==> config.mk <==
export PLATFORM = sky130hd
export DESIGN_NAME = lahead_match_array
export DESIGN_NICKNAME = d
export VERILOG_FILES = /design/src/rtl/lzm_pkg.sv /design/src/rtl/lzm_pe.sv /design/src/rtl/lzm_skew.sv /design/src/rtl/lzm_len_enc.sv /design/src/rtl/lahead_match_array.sv
export SDC_FILE = /design/constraint.sdc
export NUM_CORES = 1
export LEC_CHECK = 0
export BUFFER_PORTS_ARGS = -buffer_cell sky130_fd_sc_hd__buf_2
export CAP_MARGIN = 20
export CORE_ASPECT_RATIO = 1.75
export CORE_MARGIN = 2
export CORE_UTILIZATION = 45
export DETAILED_ROUTE_END_ITERATION = 16
export GPL_ROUTABILITY_DRIVEN = 0
export PLACE_DENSITY = 0.67
export RECOVER_POWER = 25
export SLEW_MARGIN = 20
export SYNTH_ARGS = -nofsm -noshare
export SYNTH_HDL_FRONTEND = slang
export SYNTH_SLANG_ARGS = --single-unit
export TNS_END_PERCENT = 100
==> constraint.sdc <==
create_clock -name clk -period 1.75 [get_ports clk]
set_input_delay 0.0875 -clock clk [delete_from_list [all_inputs] [get_ports clk]]
set_output_delay 0.0875 -clock clk [all_outputs]
set_load 0.05 [all_outputs]
==> src/rtl/lzm_pkg.sv <==
package lzm_pkg;

  // Length of the unbroken run of ones from bit 0 upward, over n bits.
  function automatic int lead_ones(input logic [31:0] v, input int n);
    int  run;
    bit  stop;
    run  = 0;
    stop = 1'b0;
    for (int i = 0; i < 32; i++) begin
      if (i < n) begin
        if (!stop && v[i]) run++;
        else stop = 1'b1;
      end
    end
    return run;
  endfunction

endpackage

==> src/rtl/lzm_pe.sv <==
module lzm_pe #(
  parameter int SYM_W = 8
) (
  input  logic             clk,
  input  logic             rst,
  input  logic             y_we,
  input  logic [SYM_W-1:0] y_din,
  input  logic [SYM_W-1:0] x_cur,
  output logic             eq_flag
);

  logic [SYM_W-1:0] y_q;

  always_ff @(posedge clk) begin
    if (rst) begin
      y_q     <= '0;
      eq_flag <= 1'b0;
    end else begin
      if (y_we) y_q <= y_din;
      eq_flag <= (x_cur == y_q);
    end
  end

  // a write lands in the slot register on the next edge
  a_r2_slot_write: assert property (@(posedge clk) disable iff (rst)
    y_we |=> (y_q == $past(y_din)));

endmodule

==> src/rtl/lzm_skew.sv <==
module lzm_skew #(
  parameter int DEPTH = 2
) (
  input  logic clk,
  input  logic rst,
  input  logic d,
  output logic q
);

  generate
    if (DEPTH == 0) begin : g_pass
      assign q = d;
    end else begin : g_line
      logic [DEPTH-1:0] sh;
      always_ff @(posedge clk) begin
        if (rst) sh <= '0;
        else     sh <= {sh[DEPTH-2 >= 0 ? DEPTH-2 : 0 : 0] & {(DEPTH > 1 ? DEPTH-1 : 1){DEPTH > 1}}, d} & {DEPTH{1'b1}};
      end
      assign q = sh[DEPTH-1];
    end
  endgenerate

endmodule

==> src/rtl/lzm_len_enc.sv <==
module lzm_len_enc
  import lzm_pkg::*;
#(
  parameter int N  = 4,
  parameter int LW = 3
) (
  input  logic [N-1:0]  flags,
  output logic [LW-1:0] run_len
);

  always_comb begin
    run_len = LW'(lead_ones(32'(flags), N));
  end

endmodule

==> src/rtl/lahead_match_array.sv <==
module lahead_match_array #(
  parameter int LA_LEN  = 4,
  parameter int SYM_W   = 8,
  parameter int WIN_LEN = 12,
  localparam int AW = (LA_LEN > 1) ? $clog2(LA_LEN) : 1,
  localparam int LW = $clog2(LA_LEN + 1),
  localparam int PW = (WIN_LEN > 1) ? $clog2(WIN_LEN) : 1
) (
  input  logic             clk,
  input  logic             rst,
  input  logic             la_wr,
  input  logic [AW-1:0]    la_addr,
  input  logic [SYM_W-1:0] la_data,
  input  logic             start,
  input  logic [SYM_W-1:0] sym_in,
  output logic             len_valid,
  output logic [LW-1:0]    len_out,
  output logic [PW-1:0]    pos_out
);

  localparam int FILL = 2 * LA_LEN;
  localparam int LAST = FILL + WIN_LEN - 1;
  localparam int CW   = $clog2(LAST + 2);
  localparam logic [CW-1:0] FILL_C = CW'(FILL);
  localparam logic [CW-1:0] LAST_C = CW'(LAST);

  // Window symbol chain: stage j holds the symbol that entered j+1 edges ago
  logic [SYM_W-1:0] x_pipe [LA_LEN];
  logic [LA_LEN-1:0] eq_raw;
  logic [LA_LEN-1:0] eq_aln;
  logic [LW-1:0]     run_len;

  always_ff @(posedge clk) begin
    if (rst) begin
      for (int j = 0; j < LA_LEN; j++) x_pipe[j] <= '0;
    end else begin
      x_pipe[0] <= sym_in;
      for (int j = 1; j < LA_LEN; j++) x_pipe[j] <= x_pipe[j-1];
    end
  end

  generate
    for (genvar j = 0; j < LA_LEN; j++) begin : g_cell
      lzm_pe #(.SYM_W(SYM_W)) u_pe (
        .clk     (clk),
        .rst     (rst),
        .y_we    (la_wr && (la_addr == AW'(j))),
        .y_din   (la_data),
        .x_cur   (x_pipe[j]),
        .eq_flag (eq_raw[j])
      );
      // Flag of slot j leads the last slot by 2*(LA_LEN-1-j) edges
      lzm_skew #(.DEPTH(2 * (LA_LEN - 1 - j))) u_skew (
        .clk (clk),
        .rst (rst),
        .d   (eq_raw[j]),
        .q   (eq_aln[j])
      );
    end
  endgenerate

  lzm_len_enc #(.N(LA_LEN), .LW(LW)) u_enc (
    .flags   (eq_aln),
    .run_len (run_len)
  );

  // Scan sequencing and registered results
  logic          busy;
  logic [CW-1:0] cnt;

  always_ff @(posedge clk) begin
    if (rst) begin
      busy      <= 1'b0;
      cnt       <= '0;
      len_valid <= 1'b0;
      len_out   <= '0;
      pos_out   <= '0;
    end else begin
      len_valid <= 1'b0;
      if (start) begin
        busy <= 1'b1;
        cnt  <= CW'(1);
      end else if (busy) begin
        cnt <= cnt + CW'(1);
        if (cnt >= FILL_C) begin
          len_valid <= 1'b1;
          len_out   <= run_len;
          pos_out   <= PW'(cnt - FILL_C);
        end
        if (cnt == LAST_C) busy <= 1'b0;
      end
    end
  end

  // Checking aids: results seen since the last start
  logic [PW:0] seen;
  always_ff @(posedge clk) begin
    if (rst || start) seen <= '0;
    else if (len_valid) seen <= seen + (PW+1)'(1);
  end

  a_r3_result_count: assert property (@(posedge clk) disable iff (rst)
    len_valid |-> (seen < (PW+1)'(WIN_LEN)));

  a_r4_pos_first: assert property (@(posedge clk) disable iff (rst)
    $rose(len_valid) |-> (pos_out == '0));

  a_r4_pos_step: assert property (@(posedge clk) disable iff (rst)
    (len_valid && $past(len_valid)) |-> (pos_out == PW'($past(pos_out) + 1'b1)));

  a_r6_len_bound: assert property (@(posedge clk) disable iff (rst)
    len_out <= LW'(LA_LEN));

  a_r9_hold: assert property (@(posedge clk) disable iff (rst)
    !len_valid |-> ($stable(len_out) && $stable(pos_out)));

  a_r7_restart_kill: assert property (@(posedge clk) disable iff (rst)
    start |=> !len_valid);

endmodule

# Yosys cells after proc, flatten, opt, wreduce, memory -nomap -nowiden
# Memories as Yosys holds them, arrays and structs flattened.
# Cells that the tools add are included.
# word_totals
ff_bits	62
ram_bits	32
output_inout_bits	8
memories	1
# classes
addsub	5
n_lt_le_gt_ge	1
eq_ne	8
n_mux	20
bitwise	6
n_reduce_logical	14
# mem_list
name	depth	word_bits	read_ports	rd_ports_with_merged_regs	write_ports	line	source
x_pipe	4	8	4	0	4	lahead_match_array.sv:28	logic [SYM_W-1:0] x_pipe [LA_LEN];
# op_table
operator	n
8-bit equality test	4
8-bit 2-to-1 mux	4
1-bit 2-to-1 mux	13
3-bit 2-to-1 mux	3
1-bit logical AND	7
3-bit by 2-bit adder with 3-bit output (second input constant)	2
5-bit by 1-bit adder with 5-bit output (second input constant)	1
5-bit equality test (second input constant)	1
5-bit by 4-bit >= comparator with 1-bit output (second input constant)	1
2-bit equality test (second input constant)	2
1-bit OR	4
4-bit subtractor (second input constant)	1
3-bit AND reduction	1
3-bit OR reduction	1
1-bit by 1-bit adder with 2-bit output (second input constant)	1
2-bit by 1-bit equality test with 1-bit output (second input constant)	1
1-bit zero test	2
2-bit zero test	1
1-bit inverter	2
2-bit nonzero test	1
2-bit OR reduction	1

# Depth between registers and ports, before layout
# Gate-level depths: netlist of the first run.
# depth
ltp_word	8
mapped_depth	5
mapped_depth_nobuf	5

# Hierarchy
# Synthesis of the first run repeated with hierarchy kept, for this count alone.
# unflattened
hier_cells	321
hier_area_um2	3494.6
# modules_own_cells
mod	n_inst	cells_each	area_per_inst_um2	seq_area_each_um2
lzm_pe	4	38	395.4	180.2
lahead_match_array	1	135	1524.0	920.9
lzm_skew (g_cell[0].u_skew)	1	12	157.7	120.1
lzm_skew (g_cell[1].u_skew)	1	8	105.1	80.1
lzm_len_enc	1	9	66.3	0.0
lzm_skew (g_cell[2].u_skew)	1	4	52.6	40.0
lzm_skew (g_cell[3].u_skew)	1	1	7.5	0.0

# Worst setup path before layout of the first run
# No wires, ideal clock.
# synth_timing
kind	reg2reg
start	register g_cell[2].u_skew.g_line.sh[1]
end	register len_out[1]
setup_ps	120
arrival_time_ps	1056
t_required_ps	1630
path_slack_ps	574
stages_incl_launch_ff	6
n_path_buf	0
path_cell_list	dfxtp_1 > inv_1 > a21boi_0 > ha_1 > o211ai_1 > a21oi_1
# synth_via
elab_chain_len	5
# synth_rtl
item	line	source
from (decl)	lzm_skew.sv:14	logic [DEPTH-1:0] sh;
from (signal assigned)	lzm_skew.sv:17	else sh <= {sh[DEPTH-2 >= 0 ? DEPTH-2 : 0 : 0] & {(DEPTH > 1 ? DEPTH-1 : 1){DEPTH > 1}}, d} & {DEPTH{1'b1}};
1-bit logical AND *	lzm_pkg.sv:11	if (!stop && v[i]) run++;
parallel branches: the longest is 3 deep, another holds 3-bit by 2-bit adder with 3-bit output	n/a	
3-bit 2-to-1 mux *	lzm_pkg.sv:11	
to (signal assigned)	lahead_match_array.sv:87	len_out <= run_len;
to (decl)	lahead_match_array.sv:17	output logic [LW-1:0] len_out,
# Every way passes the cells marked *.
# A chain may end at the register's enable or synchronous reset.

# Worst setup path after layout of the first run
# Same ends and word-level chain as after synthesis.

==> impl_metrics.yaml, run 1 <==
run_status:
  status: "completed"
synth:
  yosysMostFrequentCell: "dfxtp_1"
  syn-num-nets: 339
  synth_edf_count: 0
  syn_area_per_cell_um2: 10.8
  synth-seq-area-share_pct: 55.6
  yosysTopAreaCellShare_pct: 55.6
  yosys-top-cells-count: "94 x dfxtp_1, 44 x nor2b_1, 33 x mux2i_1, 33 x nor2_1, 29 x xnor2_1"
  ys_async_sr_fraction_pct: 0
  synthCells: 314
  synth-warning-count: 0
  synth_area_leaders: "dfxtp_1 56%, mux2i_1 9.8%, nor2b_1 8.1%"
  synthDistinctLibCells: 31
  synth_seq_cells: 94
  yosys.area.top_type: "dfxtp_1"
  synth_area_um2: 3380
  synth-main-ff-cell: "dfxtp_1"
timing:
  layout_min_cycle_time_ps: 1290
  fin_setup_tns_ps: 0
  worstMarginPinSlew_ps: 1120
  hold_viol_final: 0
  relSlewSlack_pct: 25.5
  fin_crit_sh_pct: 74.0
  max_freq_ghz: 0.772
  slew_violations: 0
  grt_setup_unrepaired: "no"
  skew_ps: 7.29
  finalSetupViolations: 0
worst_setup_path:
  critPathMaxStageDelay_ps: 340
  timing.rr.start: "g_cell[2].u_skew.g_line.sh[1]$_SDFF_PP0_"
  r2r_slack_ps: 460
  cp_top_family: "compound AO/OA/AOI/OAI gates"
  end_kind: "flop"
  r2r_end: "len_out[1]$_SDFFE_PP0P_"
  cp_data_required_time_ps: 1950
  crit_chain: "inv_1 > a21boi_0 > ha_1 > o211ai_1 > a21oi_1"
  path_buf_inv: 1
  reg2reg_depth: 5
  critPathArrivalTime_ps: 1500
  crit_type: "reg -> reg"
  cp_max_fo: 3
  slowest_stage: "dfxtp_1"
  start_kind: "flop"
drt:
  via_count: 2125
  wire_per_inst_um: 12.2
  drt_first_pass_iters: 4
  drc: 0
  detail-route-antenna-nets: 0
  drt_iter0_markers: 52
  wl_mm: 5.42
  vias_per_cell: 4.79
clock_tree:
  clock_path_buffers: 2
  cts_sinks: 94
  cts.clk_slew.worst_paths_ps: 60
  h-tree-depth: 3
  clk_latency_ps: 340
  cts_tree: "built"
  cts_inserted_buffers: 9
  clockRootBuffer: "clkbuf_16"
hold_path:
  min_path_type: "in -> reg"
  holdPathEnd: "g_cell[2].u_pe.y_q[5]$_SDFFE_PP0P_"
  hold_depth: 3
  min-delay-start: "la_data[5]"
floorplanning:
  rows: 41
  start_util_pct: 46.8
  die_w_um: 69.5
  die_area_um2: 8250
  ios: 30
  die_y_um: 119
  design.core.area_um2: 7230
power:
  clkPwrFrac_pct: 44.6
  pwr-share-comb_pct: 5.8
  p_switching_mw: 0.945
  sw_frac_of_total_pct: 20.8
  p_per_area_nw_per_um2: 1140
  seqPwrFrac_pct: 49.6
  ir_worst_vdd_mv: 1.02
  p_int_mw: 3.59
  power.leakage_nw: 1.70
place:
  dp.cells: 419
  hpwl_mm: 3.82
  portBuffers: 29
job:
  drv_cap: 0
finish:
  drive_gt1_share_pct: 14.8
  final_cells: 444
  syn2layout_area_growth_pct: 18.1
  antenna_cells: 0
  fillers: 652
  multi_input_area_um2: 1400
  final-seq-area_um2: 1880
  nets: 378
global_route:
  grt_overflow: 0
  first_global_vias: 2122
  antenna_found_initial: 0
  grt_usage_pct: 14.8
  grt_max_degree: 46
  grt_pass1_wl_mm: 9.38
## cell families after synthesis
kind of cell,share of synthesized area [%]
simple gates,18.3
flops,55.6
xor+xnor,9.32
mux,9.77
buf+inv,2.92
compound gates,2.96
fa+ha+maj,1.11
## worst min-delay path: stages
cell     delay, ps
buf_2          110
mux2i_1         70
nor2_1          70
## registers in the layout, indices dropped and copies added (netlist names)
register / flops
g_cell.u_pe.y_q: 32
x_pipe: 32
g_cell.u_skew.g_line.sh: 12
cnt: 5
g_cell.u_pe.eq_flag: 4
pos_out: 4
len_out: 3
busy: 1
len_valid: 1
## power groups by stage
stage / combinational, mW / sequential [mW] / clock [mW]
2_1_floorplan: 0.184 / 2.29 / 0
3_3_place_gp: 0.246 / 2.30 / 0
3_5_place_dp: 0.252 / 2.30 / 0
4_1_cts: 0.268 / 2.25 / 2.07
5_1_grt: 0.293 / 2.26 / 2.16
6_report: 0.261 / 2.25 / 2.02
## worst max path at each step
stage	slack, ps	endpoint	depth (start not counted)	startpoint
floorplan	570	len_out[1]$_SDFFE_PP0P_	5	g_cell[2].u_skew.g_line.sh[1]$_SDFF_PP0_
global placement	540	len_out[1]$_SDFFE_PP0P_	5	g_cell[2].u_skew.g_line.sh[1]$_SDFF_PP0_
detailed placement	480	len_out[1]$_SDFFE_PP0P_	5	g_cell[2].u_skew.g_line.sh[1]$_SDFF_PP0_
CTS	470	len_out[1]$_SDFFE_PP0P_	5	g_cell[2].u_skew.g_line.sh[1]$_SDFF_PP0_
global route	290	g_cell[3].u_pe.y_q[6]$_SDFFE_PP0P_	3	rst
finish	460	len_out[1]$_SDFFE_PP0P_	5	g_cell[2].u_skew.g_line.sh[1]$_SDFF_PP0_
## cell usage in the layout (no fill, tap or decap), types with 4 or more instances in the layout
master and count:
mux2i_1 33, a21oi_1 8, dfxtp_1 94, nand2_1 12
nor2b_1 44, nor3_1 4, xnor2_1 29, buf_2 28
nand3_1 5, xor2_1 7, dlygate4sd3_1 9, nand4_1 6
nor4_1 4, clkbuf_16 9, nor2_1 33
## metal layers
layer | vias up | track usage [%] | wire length, µm
met5 | - | 0 | 0
met4 | 0 | 8.82 | 136
met3 | 11 | 3.58 | 174
met2 | 32 | 26.7 | 2940
met1 | 976 | 15.0 | 2170
li1 | 1106 | - | -
## through the flow
stage | hold slack, ps | area [µm²] | setup slack [ps] | utilization [%] | total power [mW]
finish | 38.8 | 3990 | 455 | 55.2 | 4.54
global placement | 294 | 3590 | 543 | 49.7 | 2.54
global route | 57.3 | 3990 | 292 | 55.2 | 4.71
floorplan | 167 | 3380 | 574 | - | 2.47
CTS | 34.7 | 4000 | 469 | 55.3 | 4.59
detailed placement | 304 | 3590 | 482 | 49.7 | 2.55
## what timing repair did
item / CTS / global route
setup buffers: 0 / 0
resized for setup: 0 / 0
hold buffers: 9 / 0
hold endpoints to repair: 12 / 0
## final cells by class
type / instances / share of cell area, %
Clock inverter: 6 / 2.16
Multi-Input combinational cell: 202 / 35.1
Tap cell: 86 / 2.69
Sequential cell: 94 / 47.1
Clock buffer: 10 / 5.73
Inverter: 4 / 0.376
Timing Repair Buffer: 42 / 6.83
Power figures use the tool's default switching activity.
==> run 2: changes to the inputs <==
==> constraint.sdc (replaced) <==
create_clock -name clk -period 1.3 [get_ports clk]
set_input_delay 0.065 -clock clk [delete_from_list [all_inputs] [get_ports clk]]
set_output_delay 0.065 -clock clk [all_outputs]
set_load 0.05 [all_outputs]
==> run 2 against run 1 <==
Global-route usage decreased by 0.075 points. Via count rose by 1.7%. Cell count up 0.90%. First-iteration DRC count up 31%. Routed wire length grew 3.6%. Sequential power grew 35%. Critical path type unchanged.
==> impl_metrics.yaml, run 2 (synthesis gave the netlist of run 1 again) <==
run_status:
  status: "completed"
worst_setup_path:
  crit_type: "reg -> reg"
  crit_chain: "inv_1 > a21boi_2 > ha_1 > o211ai_1 > a21oi_1"
  cp_top_family: "compound AO/OA/AOI/OAI gates"
  end_kind: "flop"
  critPathArrivalTime_ps: 1390
  path_buf_inv: 1
  cp_max_fo: 3
  cp_data_required_time_ps: 1520
  slowest_stage: "dfxtp_2"
  start_kind: "flop"
  critPathMaxStageDelay_ps: 330
  r2r_slack_ps: 130
timing:
  fin_crit_sh_pct: 90.3
  worstMarginPinSlew_ps: 1060
  layout_min_cycle_time_ps: 1170
  relSlewSlack_pct: 29.4
  max_freq_ghz: 0.852
  finalSetupViolations: 0
  skew_ps: 4.32
  hold_viol_final: 0
  slew_violations: 0
  grt_setup_unrepaired: "no"
  fin_setup_tns_ps: 0
  finalWorstSetupSlack_ps: 126
drt:
  drc: 0
  vias_per_cell: 4.82
  wl_mm: 5.62
  wire_per_inst_um: 12.5
  drt_first_pass_iters: 4
  via_count: 2161
  drt_iter0_markers: 68
  detail-route-antenna-nets: 0
finish:
  final_common_cell: "dfxtp_1"
  drive_gt1_share_pct: 16.6
  reg.largest.list: "g_cell.u_pe.y_q: 32 flops, x_pipe: 32 flops, g_cell.u_skew.g_line.sh: 12 flops"
  stdcell_area_um2: 4100
  final_cells: 448
  nets: 382
  syn2layout_area_growth_pct: 21.1
  final_cell_mix: "93 x dfxtp_1, 44 x nor2b_1, 33 x mux2i_1, 33 x nor2_1, 29 x xnor2_1"
  antenna_cells: 0
power:
  ir_worst_vdd_mv: 0.932
  p_int_mw: 5.29
  p_switching_mw: 1.28
  power.leakage_nw: 1.75
  pwr-share-comb_pct: 5.6
  seqPwrFrac_pct: 46.2
  clkPwrFrac_pct: 48.2
  p_per_area_nw_per_um2: 1600
  sw_frac_of_total_pct: 19.5
place:
  hpwl_mm: 3.97
  placed_cell_area_um2: 3640
  post-place-ws_ps: 4.40
  dp.cells: 423
  portBuffers: 29
global_route:
  grt_overflow: 0
  first_global_vias: 2065
  antenna_found_initial: 0
  grt_usage_pct: 14.7
  grt_pass1_wl_mm: 9.22
  grt_max_degree: 30
floorplanning:
  start_util_pct: 46.8
  rows: 41
  die_y_um: 119
  ios: 30
  die_w_um: 69.5
  design.core.area_um2: 7230
  die_area_um2: 8250
clock_tree:
  cts_tree: "built"
  clock_path_buffers: 2
  cts.clk_slew.worst_paths_ps: 60
  h-tree-depth: 3
  clk_latency_ps: 330
  cts_inserted_buffers: 9
  cts_sinks: 94
  clockRootBuffer: "clkbuf_16"
  cts_post_setup_buffers_inserted: 0
job:
  drv_cap: 0
hold_path:
  min_path_type: "in -> reg"
==> run 2: layout make-up <==
| type | count | area, µm² |
|---|---|---|
| clock buffer | 10 | 239 |
| clock inverter | 6 | 133 |
| fill | 621 | 3140 |
| inverter | 4 | 15.0 |
| multi-input combinational | 202 | 1410 |
| sequential | 94 | 1880 |
| tap | 86 | 108 |
| timing repair buffer | 46 | 313 |
==> run 2: worst reg2reg max path, cell delays in order, from the launching register on <==
cell and delay, ps:
dfxtp_2 330, inv_1 50, a21boi_2 150, ha_1 240, o211ai_1 190, a21oi_1 100
==> run 2: what timing repair did <==
action	CTS	global route
resized for setup	1	2
hold endpoints to repair	12	0
pin swaps	0	1
setup endpoints to repair	1	1
hold buffers	9	0
==> run 2: stage by stage <==
| stage | util (%) | hold WS [ps] | power, mW |
|---|---|---|---|
| after floorplan | - | 144 | 3.33 |
| after global placement | 50.3 | 272 | 3.44 |
| after detailed placement | 50.3 | 281 | 3.45 |
| after CTS | 56.7 | 9.32 | 6.65 |
| after global routing | 56.6 | 25.5 | 6.80 |
| final | 56.6 | 22.1 | 6.57 |
==> run 2: power by group through the flow <==
stage               Sequential (mW)  Clock [mW]  Combinational, mW
global route                   3.04        3.36              0.403
floorplan                      3.08           0              0.248
global placement               3.09           0              0.345
finish                         3.03        3.17              0.365
detailed placement             3.10           0              0.352
CTS                            3.03        3.24              0.375
==> run 2: worst paths after layout <==
path,from,end,cells past startpoint
max,g_cell[2].u_skew.g_line.sh[1]$_SDFF_PP0_,len_out[1]$_SDFFE_PP0P_,5
min,la_data[6],g_cell[3].u_pe.y_q[6]$_SDFFE_PP0P_,3
max reg2reg,g_cell[2].u_skew.g_line.sh[1]$_SDFF_PP0_,len_out[1]$_SDFFE_PP0P_,5
min reg2reg,g_cell[1].u_pe.eq_flag$_SDFF_PP0_,g_cell[1].u_skew.g_line.sh[0]$_SDFF_PP0_,1
==> run 2: metal layers <==
metal	vias to the layer above	track usage (%)	wire length [µm]
li1	1110	-	-
met1	1012	14.3	2170
met2	31	26.7	3190
met3	8	5.46	146
met4	0	7.23	109
met5	-	0	0
